### src/rtl/sfm_pkg.sv
package sfm_pkg;
  typedef enum logic [1:0] {
    SFM_OFF_A  = 2'b00,
    SFM_OFF_B  = 2'b01,
    SFM_BURST  = 2'b10,
    SFM_STREAM = 2'b11
  } sfm_mode_e;
endpackage

### src/rtl/sfm_phase_div.sv
module sfm_phase_div #(
  parameter int HALF = 2
) (
  input  logic clk,
  input  logic rst_n,
  input  logic run,
  input  logic restart,
  output logic tick
);
  localparam int CW = (HALF > 1) ? $clog2(HALF) : 1;
  localparam logic [CW-1:0] LAST = CW'(HALF - 1);

  logic [CW-1:0] cnt_q, cnt_d;

  assign tick = run && (cnt_q == LAST);

  always_comb begin
    cnt_d = cnt_q;
    if (restart || !run)  cnt_d = '0;
    else if (cnt_q == LAST) cnt_d = '0;
    else                  cnt_d = cnt_q + 1'b1;
  end

  always_ff @(posedge clk or negedge rst_n) begin
    if (!rst_n) cnt_q <= '0;
    else        cnt_q <= cnt_d;
  end

  // counter never leaves its range
  assert_cnt_range_R2: assert property (@(posedge clk) disable iff (!rst_n)
    cnt_q <= LAST);
endmodule

### src/rtl/sfm_shift_out.sv
module sfm_shift_out #(
  parameter int DW = 16
) (
  input  logic          clk,
  input  logic          rst_n,
  input  logic          load,
  input  logic          shift,
  input  logic          clear,
  input  logic [DW-1:0] din,
  output logic          sout
);
  logic [DW-1:0] sh_q, sh_d;

  always_comb begin
    sh_d = sh_q;
    if (load)       sh_d = din;
    else if (clear) sh_d = '0;
    else if (shift) sh_d = {sh_q[DW-2:0], 1'b0};
  end

  always_ff @(posedge clk or negedge rst_n) begin
    if (!rst_n) sh_q <= '0;
    else        sh_q <= sh_d;
  end

  assign sout = sh_q[DW-1];
endmodule

### src/rtl/sfm_shift_in.sv
module sfm_shift_in #(
  parameter int DW = 16
) (
  input  logic          clk,
  input  logic          rst_n,
  input  logic          sample,
  input  logic          sin,
  output logic [DW-1:0] word
);
  logic [DW-1:0] sh_q, sh_d;

  always_comb begin
    sh_d = sh_q;
    if (sample) sh_d = {sh_q[DW-2:0], sin};
  end

  always_ff @(posedge clk or negedge rst_n) begin
    if (!rst_n) sh_q <= '0;
    else        sh_q <= sh_d;
  end

  assign word = sh_q;
endmodule

### src/rtl/serial_frame_master.sv
module serial_frame_master
  import sfm_pkg::*;
#(
  parameter int DW  = 16,
  parameter int DIV = 4
) (
  input  logic          clk,
  input  logic          rst_n,
  input  logic [1:0]    mode,
  input  logic          polarity,
  input  logic          start,
  input  logic [DW-1:0] tx_word,
  input  logic          sdi,
  output logic          sclk,
  output logic          fsync,
  output logic          sdo,
  output logic          busy,
  output logic [DW-1:0] rx_word,
  output logic          rx_valid
);
  localparam int HALF = DIV / 2;
  localparam int BW   = (DW > 1) ? $clog2(DW) : 1;
  localparam logic [BW-1:0] LAST_BIT = BW'(DW - 1);

  initial begin
    assert_div_even: assert ((DIV >= 2) && (DIV % 2 == 0))
      else $error("DIV must be even and at least 2");
  end

  sfm_mode_e mode_e;
  assign mode_e = sfm_mode_e'(mode);

  logic busy_q, busy_d;
  logic raw_q, raw_d;
  logic fsync_q, fsync_d;
  logic [BW-1:0] bit_q, bit_d;
  logic [DW-1:0] rxw_q, rxw_d;
  logic rxv_q, rxv_d;
  logic [DW-1:0] rx_acc;

  logic tick, go, rise, fall, last, cont, restart;

  assign go      = !busy_q && start && mode[1];
  assign rise    = tick && !raw_q;
  assign fall    = tick && raw_q;
  assign last    = fall && (bit_q == LAST_BIT);
  assign cont    = (mode_e == SFM_STREAM);
  assign restart = go || (last && cont);

  sfm_phase_div #(.HALF(HALF)) u_div (
    .clk(clk), .rst_n(rst_n), .run(busy_q), .restart(restart), .tick(tick)
  );

  sfm_shift_out #(.DW(DW)) u_tx (
    .clk(clk), .rst_n(rst_n), .load(restart), .shift(fall && !last),
    .clear(last && !cont), .din(tx_word), .sout(sdo)
  );

  sfm_shift_in #(.DW(DW)) u_rx (
    .clk(clk), .rst_n(rst_n), .sample(rise), .sin(sdi), .word(rx_acc)
  );

  always_comb begin
    busy_d  = busy_q;
    raw_d   = raw_q;
    fsync_d = fsync_q;
    bit_d   = bit_q;
    rxw_d   = rxw_q;
    rxv_d   = 1'b0;
    if (go)                busy_d = 1'b1;
    else if (last && !cont) busy_d = 1'b0;
    if (go)        raw_d = 1'b0;
    else if (tick) raw_d = !raw_q;
    if (restart)   fsync_d = 1'b1;
    else if (fall) fsync_d = 1'b0;
    if (restart)   bit_d = '0;
    else if (fall) bit_d = bit_q + 1'b1;
    if (last) begin
      rxw_d = rx_acc;
      rxv_d = 1'b1;
    end
  end

  always_ff @(posedge clk or negedge rst_n) begin
    if (!rst_n) begin
      busy_q  <= 1'b0;
      raw_q   <= 1'b0;
      fsync_q <= 1'b0;
      bit_q   <= '0;
      rxw_q   <= '0;
      rxv_q   <= 1'b0;
    end else begin
      busy_q  <= busy_d;
      raw_q   <= raw_d;
      fsync_q <= fsync_d;
      bit_q   <= bit_d;
      rxw_q   <= rxw_d;
      rxv_q   <= rxv_d;
    end
  end

  assign sclk     = raw_q ^ polarity;
  assign fsync    = fsync_q;
  assign busy     = busy_q;
  assign rx_word  = rxw_q;
  assign rx_valid = rxv_q;

  // a new frame shows its MSB together with the rising sync
  assert_fsync_msb_R3: assert property (@(posedge clk) disable iff (!rst_n)
    $rose(fsync_q) |-> (sdo == $past(tx_word[DW-1])));

  // sync only inside a frame
  assert_fsync_busy_R3: assert property (@(posedge clk) disable iff (!rst_n)
    fsync_q |-> busy_q);

  // clock rests at idle level outside frames
  assert_idle_level_R2: assert property (@(posedge clk) disable iff (!rst_n)
    !busy_q |-> !raw_q);

  // clock level only changes on a divider tick
  assert_raw_hold_R2: assert property (@(posedge clk) disable iff (!rst_n)
    (busy_q && !tick) |=> (raw_q == $past(raw_q)));

  // valid is a single-cycle pulse
  assert_valid_pulse_R8: assert property (@(posedge clk) disable iff (!rst_n)
    rxv_q |=> !rxv_q);

  // inactive modes never launch a frame
  assert_no_launch_R9: assert property (@(posedge clk) disable iff (!rst_n)
    (!busy_q && !mode[1]) |=> !busy_q);
endmodule

### config.mk
export PLATFORM = sky130hd
export DESIGN_NAME = serial_frame_master
export DESIGN_NICKNAME = d
export VERILOG_FILES = /design/src/rtl/sfm_pkg.sv /design/src/rtl/sfm_phase_div.sv /design/src/rtl/sfm_shift_out.sv /design/src/rtl/sfm_shift_in.sv /design/src/rtl/serial_frame_master.sv
export SDC_FILE = /design/constraint.sdc
export NUM_CORES = 1
export LEC_CHECK = 0
export BUFFER_PORTS_ARGS = -buffer_cell sky130_fd_sc_hd__clkbuf_2
export CORE_MARGIN = 5
export CORE_UTILIZATION = 36
export DETAILED_ROUTE_END_ITERATION = 16
export MAX_ROUTING_LAYER = met4
export PLACE_DENSITY = 0.55
export SETUP_SLACK_MARGIN = 0.2
export SLEW_MARGIN = 30
export SYNTH_ARGS = -nofsm -noshare
export SYNTH_HDL_FRONTEND = slang
export SYNTH_SLANG_ARGS = --single-unit
### constraint.sdc
create_clock -name clk -period 2 [get_ports clk]
set_input_delay 0.2 -clock clk [delete_from_list [all_inputs] [get_ports clk]]
set_output_delay 0.2 -clock clk [all_outputs]
set_load 0.01 [all_outputs]
==> results by group, run 1 <==
Synthesis
  – Cells after Synth: 176
  – Asr flop ratio synth: 100%
  – Area share of fa/ha/maj cells after synthesis: 0.521%
  – Cell Area, Synth: 2400 µm²
  – Synth Area in Compound Gates: 9.54%
  – Avg Inst Size Synth: 13.6 µm²
  – Largest family of logic cells by synthesized area: multiplexers
  – Area leader, netlist: dfrtp_1
  – Flip-flop and latch count after synthesis: 57
  – XOR/XNOR Fraction of Synth Area: 1.09%
  – EDFF count, synth: 0
  – Synth Flop Type: dfrtp_1
  – Leading cell types by count after synthesis: dfrtp_1, nor2_1, mux2_2
  – Distinct cells, synth: 33
  – Seq/Total Area, Yosys: 59.4%
  – Simple-gate portion of the synthesized area: 9.54%
  – Yosys warns: 0
  – Synth area leaders: dfrtp_1, mux2_2, mux2_4
  – Top cell type's share of synthesized area: 59.4%
  – Syn_nets: 200
  – Most common cell in the netlist: dfrtp_1
  – Post-synthesis mux area share: 16.8%

Placed design
  – DP HPWL: 3050 µm
  – RePlAce Congestion: 0.768
  – IO Port Bufs: 43
  – Placed insts: 292
  – Dpl ws: 0.303 ns

Floorplanning
  – I/O pin count: 44
  – Overall die width: 91.7 µm
  – Core Footprint: 6420 µm²
  – Initial core utilization: 37.4%
  – Row Count: 29
  – Die Y: 91.7 µm
  – Die ar.: 8400 µm²

Critical path
  – Crit path max fanout: 17
  – Kind of critical path: reg2reg
  – Required time worst endpoint: 2.21 ns
  – Worst setup EP type: register
  – Crit start category: register
  – Worst path arrival time: 1.91 ns

Route
  – Remaining DRCs: 0
  – Total wire length: 4550 µm
  – TritonRoute pass-1 iters: 4
  – Detail Route Antenna Nets: 0
  – 1st-iter DRT viols: 119
  – Vias per cell: 4.94
  – Wirelength per Cell: 14.7 µm
  – Via count: 1526

Clock tree
  – CTS max path bufs: 2
  – Total CTS buffers: 9
  – Clock Sinks: 57
  – Clock latency on the worst-skew pair: 0.33 ns
  – H-tree levels: 3
  – CTS clk-pin slew, worst paths: 0.07 ns
  – CTS tree: built
  – Clock root buffer: clkbuf_8
  – Post-cts repair resize count: 0

STA
  – Worst Hold Slack: 0.0659 ns
  – Fin worst setup slack: 0.297 ns
  – Final setup vio count: 0
  – Max-slew violations: 0
  – Worst-margin pin slew: 0.528 ns
  – RSZ-0062 raised after global routing: false
  – Final worst path period share: 85.1%
  – Relative slew slack: 64.8%
  – Max Freq: 587 MHz
  – Fin crit period: 1.70 ns
  – Clock Skews: 0.0107 ns
  – Post-route setup TNS: 0 ns
  – Final hold violation count: 0

Global routing
  – Largest net degree at the start of global routing: 39
  – First-pass GRT wire length: 7910 µm
  – Total gr overflow: 0
  – Total track usage: 12.3%
  – GR peak layer: met1
  – GR Util met1: 16.9%
  – Antenna violations before repair: 0
  – Vias in the first global route: 1604
  – GR Util met3: 3.60%
  – Grt met2 use: 16.3%

Cells and area
  – Nets: 251
  – Final design utilization: 45.4%
  – Synthesis-to-finish area growth: 21.4%
  – Non-Filler Instances: 309
  – Diode count: 0
  – Ratio of cells with drive above 1 in the final layout: 44.0%
  – Sequential Area: 1430 µm²
  – # fillers: 582
  – Area of the multi-input gates: 901 µm²

Worst hold path
  – Hold crit path type: in2reg

Power
  – Pwr dens: 1300 nW/µm²
  – Max VDD drop: 0.000396 V
  – P_leak: 1.39 nW

Run status
  – Status: finished, final reports clean

Flow run
  – Max-capacitance violation count: 0
-- kinds of logic after synthesis --
logic type      Yosys count
compound gates           28
xor+xnor                  3
fa+ha+maj                 1
buf+inv                  11
flops                    57
mux                      33
simple gates             43
-- routing by layer --
metal	part of all wire (%)	vias to the layer above
li1	-	739
met1	48	750
met2	45	27
met3	4.5	10
met4	2.4	0
met5	0	-
-- power by group --
part           internal [mW]  switching (mW)  total (mW)
clock                  0.700           0.477        1.18
sequential              1.51           0.249        1.76
combinational          0.433           0.429       0.862
total                   2.64            1.15        3.79
-- metrics by stage --
step           power, mW  area [µm²]
6_report            3.79        2910
5_1_grt             4.06        2910
4_1_cts             3.84        2910
3_5_place_dp        2.64        2690
3_3_place_gp        2.63        2690
2_1_floorplan       2.41        2400
-- cell usage in the layout, fill, tap and decap left out, types with 2 or more instances in the layout --
| cell | n |
|---|---|
| a21oi_1 | 3 |
| nand3_1 | 2 |
| mux2_2 | 23 |
| dfrtp_1 | 57 |
| a221oi_1 | 10 |
| clkinv_4 | 2 |
| mux2_4 | 9 |
| xor2_1 | 2 |
| nor2_4 | 2 |
| a222oi_1 | 3 |
| nand2_1 | 5 |
| nand4_1 | 2 |
| o21ai_0 | 6 |
| clkinv_2 | 2 |
| clkbuf_2 | 43 |
| nor2_1 | 25 |
| clkbuf_8 | 9 |
| inv_1 | 5 |
| bufinv_16 | 2 |
| a32oi_1 | 2 |
-- critical path, stage by stage (launching register included) --
cell and delay (ns):
dfrtp_1 0.55, nand3_2 0.23, nor2_4 0.14, buf_4 0.29, mux2_2 0.37
-- timing repair --
item                       CTS  global route
hold endpoints to repair    19             0
buffers inserted             0             0
setup endpoints to repair    0             3
hold buffers                 1             0
-- cell type report --
class	instances	share of cell area, %
flip-flops and latches	57	48.9
multi-input cells	108	30.9
repair buffers	46	8.67
clock buffers	9	4.25
well taps	77	3.31
clock inverters	7	3.26
inverters	5	0.644
-- flip-flops by register name, summed over array words and instances, names as in the netlist --
signal / count
u_div.cnt_q: 1
u_tx.sh_q: 16
bit_q: 4
fsync: 1
rx_valid: 1
u_rx.word: 16
rx_word: 16
raw_q: 1
busy: 1
-- path summary, 6_finish.rpt --
path                              start             to  slack (ns)  cells past startpoint
setup / recovery                   busy     rx_word[0]        0.30                      4
setup reg to reg                   busy     rx_word[0]        0.30                      4
max in group asynchronous         rst_n     rx_word[0]        1.04                      3
hold / removal               tx_word[4]   u_tx.sh_q[4]        0.07                      3
min in group asynchronous         rst_n  u_rx.word[10]        0.38                      2
hold reg to reg            u_tx.sh_q[2]   u_tx.sh_q[2]        0.49                      2
Power figures use the tool's default switching activity.
==> run 2: changes to the inputs <==
--- a/config.mk
+++ b/config.mk
@@ -9,6 +9,7 @@
 export CORE_MARGIN = 5
 export CORE_UTILIZATION = 36
 export DETAILED_ROUTE_END_ITERATION = 16
+export GPL_TIMING_DRIVEN = 0
 export MAX_ROUTING_LAYER = met4
 export PLACE_DENSITY = 0.55
 export SETUP_SLACK_MARGIN = 0.2
==> results by group, run 2 (synthesized netlist as in run 1, its figures left out) <==
Cells and area
  – Most frequent cells in the layout: dfrtp_1, clkbuf_2, nor2_1, mux2_2 (was dfrtp_1, clkbuf_2, nor2_1, mux2_2, a221oi_1)
  – Finished Cell Area: 3020 µm² (was 2910 µm²)
  – # fillers: 569 (was 582)
  – Commonest non-fill, non-tap cell in the layout: dfrtp_1 (unchanged)
  – Synthesis-to-finish area growth: 25.7% (was 21.4%)
  – Sequential Area: 1430 µm² (unchanged)
  – Ratio of cells with drive above 1 in the final layout: 46.1% (was 44.0%)
  – Final design utilization: 47.0% (was 45.4%)
  – Nets: 260 (was 251)
  – Diode count: 0 (unchanged)
  – Area of the multi-input gates: 901 µm² (unchanged)

STA
  – Relative slew slack: 74.0% (was 64.8%)
  – Max-slew violations: 0 (unchanged)
  – Clock Skews: 0.00565 ns (was 0.0107 ns)
  – Worst-margin pin slew: 0.385 ns (was 0.528 ns)
  – Worst Hold Slack: 0.0748 ns (was 0.0659 ns)
  – Post-route setup TNS: 0 ns (unchanged)
  – RSZ-0062 raised after global routing: false (unchanged)
  – Fin crit period: 1.65 ns (was 1.70 ns)
  – Final hold violation count: 0 (unchanged)
  – Final setup vio count: 0 (unchanged)
  – Max Freq: 607 MHz (was 587 MHz)
  – Final worst path period share: 82.4% (was 85.1%)

Floorplanning
  – Core Footprint: 6420 µm² (unchanged)
  – Die Y: 91.7 µm (unchanged)
  – I/O pin count: 44 (unchanged)
  – Row Count: 29 (unchanged)
  – Overall die width: 91.7 µm (unchanged)
  – Die ar.: 8400 µm² (unchanged)
  – Initial core utilization: 37.4% (unchanged)

Worst hold path
  – Hold crit path type: in2reg (unchanged)

Route
  – Detail Route Antenna Nets: 0 (unchanged)
  – Total wire length: 4660 µm (was 4550 µm)
  – Vias per cell: 4.84 (was 4.94)
  – Via count: 1540 (was 1526)
  – Remaining DRCs: 0 (unchanged)
  – 1st-iter DRT viols: 51 (was 119)
  – TritonRoute pass-1 iters: 4 (unchanged)
  – Wirelength per Cell: 14.6 µm (was 14.7 µm)

Power
  – Total power: 3.96 mW (was 3.79 mW)
  – P_leak: 1.45 nW (was 1.39 nW)
  – Pwr dens: 1310 nW/µm² (was 1300 nW/µm²)
  – Max VDD drop: 0.000491 V (was 0.000396 V)

Clock tree
  – CTS max path bufs: 2 (unchanged)
  – Clock root buffer: clkbuf_8 (unchanged)
  – CTS clk-pin slew, worst paths: 0.07 ns (about the same)
  – Total CTS buffers: 9 (unchanged)
  – H-tree levels: 3 (unchanged)
  – Post-cts repair resize count: 0 (unchanged)
  – Clock latency on the worst-skew pair: 0.33 ns (about the same)
  – CTS tree: built (unchanged)
  – Clock Sinks: 57 (unchanged)

Critical path
  – Worst setup EP type: register (unchanged)
  – CP Cell Sequence: ha_1 > nand4_1 > o21ai_4 > buf_6 > a222oi_1 > inv_1 (was nand3_2 > nor2_4 > buf_4 > mux2_2)
  – Worst path arrival time: 1.86 ns (was 1.91 ns)
  – Required time worst endpoint: 2.21 ns (about the same)
  – Slowest stage delay, CP: 0.40 ns (was 0.55 ns)
  – Kind of critical path: reg2reg (unchanged)
  – Crit start category: register (unchanged)
  – Crit path max fanout: 10 (was 17)
  – Cell at the slowest stage of the critical path: dfrtp_1 (unchanged)

Global routing
  – First-pass GRT wire length: 8000 µm (was 7910 µm)
  – Grt met2 use: 17.2% (was 16.3%)
  – Vias in the first global route: 1641 (was 1604)
  – Largest net degree at the start of global routing: 32 (was 39)
  – GR Util met3: 3.44% (was 3.60%)
  – Total track usage: 12.5% (was 12.3%)
  – GR peak layer: met2 (was met1)
  – Antenna violations before repair: 0 (unchanged)
  – Total gr overflow: 0 (unchanged)
  – GR Util met1: 16.4% (was 16.9%)

Placed design
  – RePlAce Congestion: 0.774 (was 0.768)
  – DP HPWL: 3240 µm (was 3050 µm)
  – IO Port Bufs: 43 (unchanged)
  – DP Area: 2740 µm² (was 2690 µm²)

Run status
  – Status: finished, final reports clean (unchanged)

Flow run
  – Max-capacitance violation count: 0 (unchanged)
-- run 2: changes by cell type in the layout (fill, tap and decap cells not counted), moves of 2 or more --
cell      change
buf_4         +4
buf_2         +2
clkinv_4      -2
buf_6         +2
-- run 2: area by class of cell --
cell class | instances | area share, %
plain buffers | 6 | 1.82
clock buffers | 10 | 4.56
clock inverters | 6 | 3.48
inverters | 5 | 0.622
multi-input cells | 108 | 29.9
flip-flops and latches | 57 | 47.3
well taps | 77 | 3.19
repair buffers | 49 | 9.20
-- run 2: through the flow --
| stage | cells | setup slack (ns) |
|---|---|---|
| after detailed placement | 297 | 0.280 |
| after global placement | 296 | 0.293 |
| after CTS | 314 | 0.272 |
| after floorplan | 176 | 0.483 |
| final | 318 | 0.353 |
| after global routing | 318 | 0.231 |
-- run 2: path summary, 6_finish.rpt --
| check | startpoint | cells past startpoint | to | slack, ns |
|---|---|---|---|---|
| min in group asynchronous | rst_n | 2 | rx_word[10] | 0.37 |
| max in group asynchronous | rst_n | 3 | fsync | 1.14 |
| worst min-delay path | tx_word[4] | 3 | u_tx.sh_q[4] | 0.07 |
| worst min register to register | u_tx.sh_q[1] | 2 | u_tx.sh_q[1] | 0.49 |
| worst max register to register | bit_q[0] | 6 | u_tx.sh_q[1] | 0.35 |
| worst max-delay path | bit_q[0] | 6 | u_tx.sh_q[1] | 0.35 |
-- run 2: report_power, final --
part	internal [mW]	total (mW)	switching (mW)
sequential	1.51	1.75	0.243
clock	0.855	1.30	0.446
combinational	0.464	0.909	0.445
-- run 2: per-layer routing --
| metal | up-vias | routed length [µm] | share of wire, % |
|---|---|---|---|
| li1 | 758 | - | - |
| met1 | 750 | 2310 | 50 |
| met2 | 27 | 2100 | 45 |
| met3 | 5 | 195 | 4.2 |
| met4 | 0 | 56 | 1.2 |
| met5 | - | 0 | 0 |
-- run 2: repair_timing --
action / CTS / global route
endpoints found under the hold margin: 26 / 0
setup buffers: 0 / 4
endpoints found under the setup margin: 0 / 9
hold buffers: 1 / 0
-- run 2: worst max-delay path: cells and delay by family, from the launching register on --
kind,cells,cell delay [ns]
adders and majority gates,1,0.25
AOI/OAI and AO/OA,2,0.48
and+or+nand+nor,1,0.18
buffers and inverters,2,0.22
DFF,1,0.40
==> run 3: changes to the inputs <==
--- a/config.mk
+++ b/config.mk
@@ -11,7 +11,7 @@
 export DETAILED_ROUTE_END_ITERATION = 16
 export GPL_TIMING_DRIVEN = 0
 export MAX_ROUTING_LAYER = met4
-export PLACE_DENSITY = 0.55
+export PLACE_DENSITY = 0.57
 export SETUP_SLACK_MARGIN = 0.2
 export SLEW_MARGIN = 30
 export SYNTH_ARGS = -nofsm -noshare
==> constraint.sdc (replaced) <==
create_clock -name clk -period 1.5 [get_ports clk]
set_input_delay 0.15 -clock clk [delete_from_list [all_inputs] [get_ports clk]]
set_output_delay 0.15 -clock clk [all_outputs]
set_load 0.01 [all_outputs]
==> results by group, run 3 (synthesized netlist as in run 1, its figures left out) <==
Floorplanning
  – Row Count: 29 (unchanged)
  – I/O pin count: 44 (unchanged)
  – Core Footprint: 6420 µm² (unchanged)
  – Die ar.: 8400 µm² (unchanged)
  – Die Y: 91.7 µm (unchanged)
  – Overall die width: 91.7 µm (unchanged)
  – Initial core utilization: 37.4% (unchanged)

Clock tree
  – Total CTS buffers: 9 (unchanged)
  – CTS max path bufs: 2 (unchanged)
  – Clock latency on the worst-skew pair: 0.33 ns (about the same)
  – Clock Sinks: 57 (unchanged)
  – CTS tree: built (unchanged)
  – H-tree levels: 3 (unchanged)
  – CTS clk-pin slew, worst paths: 0.06 ns (was 0.07 ns)
  – Clock root buffer: clkbuf_8 (unchanged)

Run status
  – Status: finished with violations (was finished, final reports clean)
  – Failing checks: setup timing

Critical path
  – CP top delay family: compound AO/OA/AOI/OAI gates (unchanged)
  – Required time worst endpoint: 1.72 ns (was 2.21 ns)
  – Worst path arrival time: 1.76 ns (was 1.86 ns)
  – Cell at the slowest stage of the critical path: dfrtp_1 (unchanged)
  – Buffers and inverters on the worst path: 2 (unchanged)
  – Crit path max fanout: 8 (was 10)
  – Kind of critical path: reg2reg (unchanged)
  – CP Cell Sequence: ha_4 > nand4_1 > o21ai_4 > buf_6 > a222oi_1 > inv_1 (was ha_1 > nand4_1 > o21ai_4 > buf_6 > a222oi_1 > inv_1)
  – R2r setup slk: -0.05 ns (was 0.35 ns)
  – Worst setup EP type: register (unchanged)
  – Crit start category: register (unchanged)
  – Slowest stage delay, CP: 0.42 ns (was 0.40 ns)

Cells and area
  – Ratio of cells with drive above 1 in the final layout: 57.0% (was 46.1%)
  – Commonest non-fill, non-tap cell in the layout: dfrtp_1 (unchanged)
  – Diode count: 0 (unchanged)
  – Area of the multi-input gates: 1090 µm² (was 901 µm²)
  – Sequential Area: 1430 µm² (about the same)
  – Synthesis-to-finish area growth: 45.0% (was 25.7%)
  – Nets: 282 (was 260)
  – # fillers: 533 (was 569)
  – Finished Cell Area: 3480 µm² (was 3020 µm²)
  – Most frequent cells in the layout: dfrtp_1, clkbuf_2, nor2_1, mux2_4 (was dfrtp_1, clkbuf_2, nor2_1, mux2_2)

Power
  – Pwr dens: 1650 nW/µm² (was 1310 nW/µm²)
  – Total power: 5.75 mW (was 3.96 mW)
  – P_leak: 1.69 nW (was 1.45 nW)
  – Max VDD drop: 0.000870 V (was 0.000491 V)

Global routing
  – Total track usage: 14.1% (was 12.5%)
  – First-pass GRT wire length: 8900 µm (was 8000 µm)
  – Antenna violations before repair: 0 (unchanged)
  – Vias in the first global route: 1777 (was 1641)
  – Largest net degree at the start of global routing: 46 (was 32)
  – Total gr overflow: 0 (unchanged)

Placed design
  – IO Port Bufs: 43 (unchanged)
  – DP Area: 2820 µm² (was 2740 µm²)
  – RePlAce Congestion: 0.777 (was 0.774)
  – DP HPWL: 3250 µm (was 3240 µm)

Route
  – Remaining DRCs: 0 (unchanged)
  – 1st-iter DRT viols: 125 (was 51)
  – TritonRoute pass-1 iters: 4 (unchanged)
  – Detail Route Antenna Nets: 0 (unchanged)
  – Wirelength per Cell: 15.8 µm (was 14.6 µm)
  – Total wire length: 5360 µm (was 4660 µm)
  – Vias per cell: 5.03 (was 4.84)
  – Via count: 1711 (was 1540)

Worst hold path
  – Hold crit path type: in2reg (unchanged)

STA
  – Final worst path period share: 103% (was 82.4%)
  – Worst-margin pin slew: 0.329 ns (was 0.385 ns)
  – Max Freq: 646 MHz (was 607 MHz)
  – Fin worst setup slack: -0.0471 ns (was 0.353 ns)
  – RSZ-0062 raised after global routing: true (was false)
  – Fin crit period: 1.55 ns (was 1.65 ns)
  – Final hold violation count: 0 (unchanged)
  – Clock Skews: 0.00702 ns (was 0.00565 ns)
  – Post-route setup TNS: -0.288 ns (was 0 ns)
  – Max-slew violations: 0 (unchanged)
  – Relative slew slack: 77.9% (was 74.0%)
  – Final setup vio count: 15 (was 0)

Flow run
  – Max-capacitance violation count: 0 (unchanged)
==> run 3: changes by cell type in the layout (fill, tap and decap cells not counted), moves of 3 or more <==
cell | previous run | this run
mux2_2 | 23 | 7
mux2_4 | 9 | 25
a221oi_1 | 10 | 0
a221oi_2 | 0 | 9
buf_4 | 5 | 13
buf_6 | 2 | 9
buf_12 | 1 | 4
bufinv_16 | 3 | 0
clkbuf_8 | 10 | 13
==> run 3: worst paths after layout <==
check	start	endpoint	depth (start not counted)
min	tx_word[4]	u_tx.sh_q[4]	3
max in group asynchronous	rst_n	raw_q	3
min in group asynchronous	rst_n	rx_word[8]	2
min reg2reg	u_tx.sh_q[2]	u_tx.sh_q[2]	2
max	bit_q[1]	u_tx.sh_q[3]	6
max reg2reg	bit_q[1]	u_tx.sh_q[3]	6
==> run 3: final cells by class <==
type,instances,share of cell area (%)
timing repair buffer,71,16.6
clock buffer,14,5.25
tap,77,2.77
inverter,5,0.539
multi-input combinational,108,31.2
sequential,57,41.0
clock inverter,2,0.288
buffer,6,2.26
==> run 3: what timing repair did <==
action                     CTS  global route
pin swaps                   24             7
setup endpoints to repair   49            50
buffers inserted            11            11
cloned                       1             3
gates resized for setup      9            35
hold buffers                 1             0
hold endpoints to repair    57             0
==> run 3: where the power goes <==
part           switching [mW]  leakage (nW)  internal [mW]
Combinational           0.781         0.891           1.18
Sequential              0.404         0.696           2.02
Clock                   0.595         0.102          0.775
==> run 3: metal layers <==
| layer | share of wire [%] | GRT usage [%] | vias to the layer above |
|---|---|---|---|
| met5 | 0 | - | - |
| met4 | 2.5 | 7.41 | 0 |
| met3 | 5.3 | 4.42 | 12 |
| met2 | 46 | 19.8 | 47 |
| met1 | 46 | 18.2 | 845 |
| li1 | - | - | 807 |
==> run 3: per-stage QoR <==
| stage | hold slack [ns] | utilization [%] | cells | setup slack [ns] |
|---|---|---|---|---|
| after floorplan | -0.146 | - | 176 | 0.0129 |
| after global placement | 0.367 | 43.4 | 296 | -0.190 |
| after detailed placement | 0.0496 | 43.9 | 297 | -0.178 |
| after CTS | 0.00427 | 50.3 | 326 | -0.0148 |
| after global routing | 0.0257 | 54.2 | 340 | -0.153 |
| final | 0.0215 | 54.2 | 340 | -0.0471 |
==> run 3: worst register-to-register path, cell delays in order (launching register included) <==
cell	delay [ns]
dfrtp_1	0.42
ha_4	0.19
nand4_1	0.16
o21ai_4	0.10
buf_6	0.14
a222oi_1	0.35
inv_1	0.07
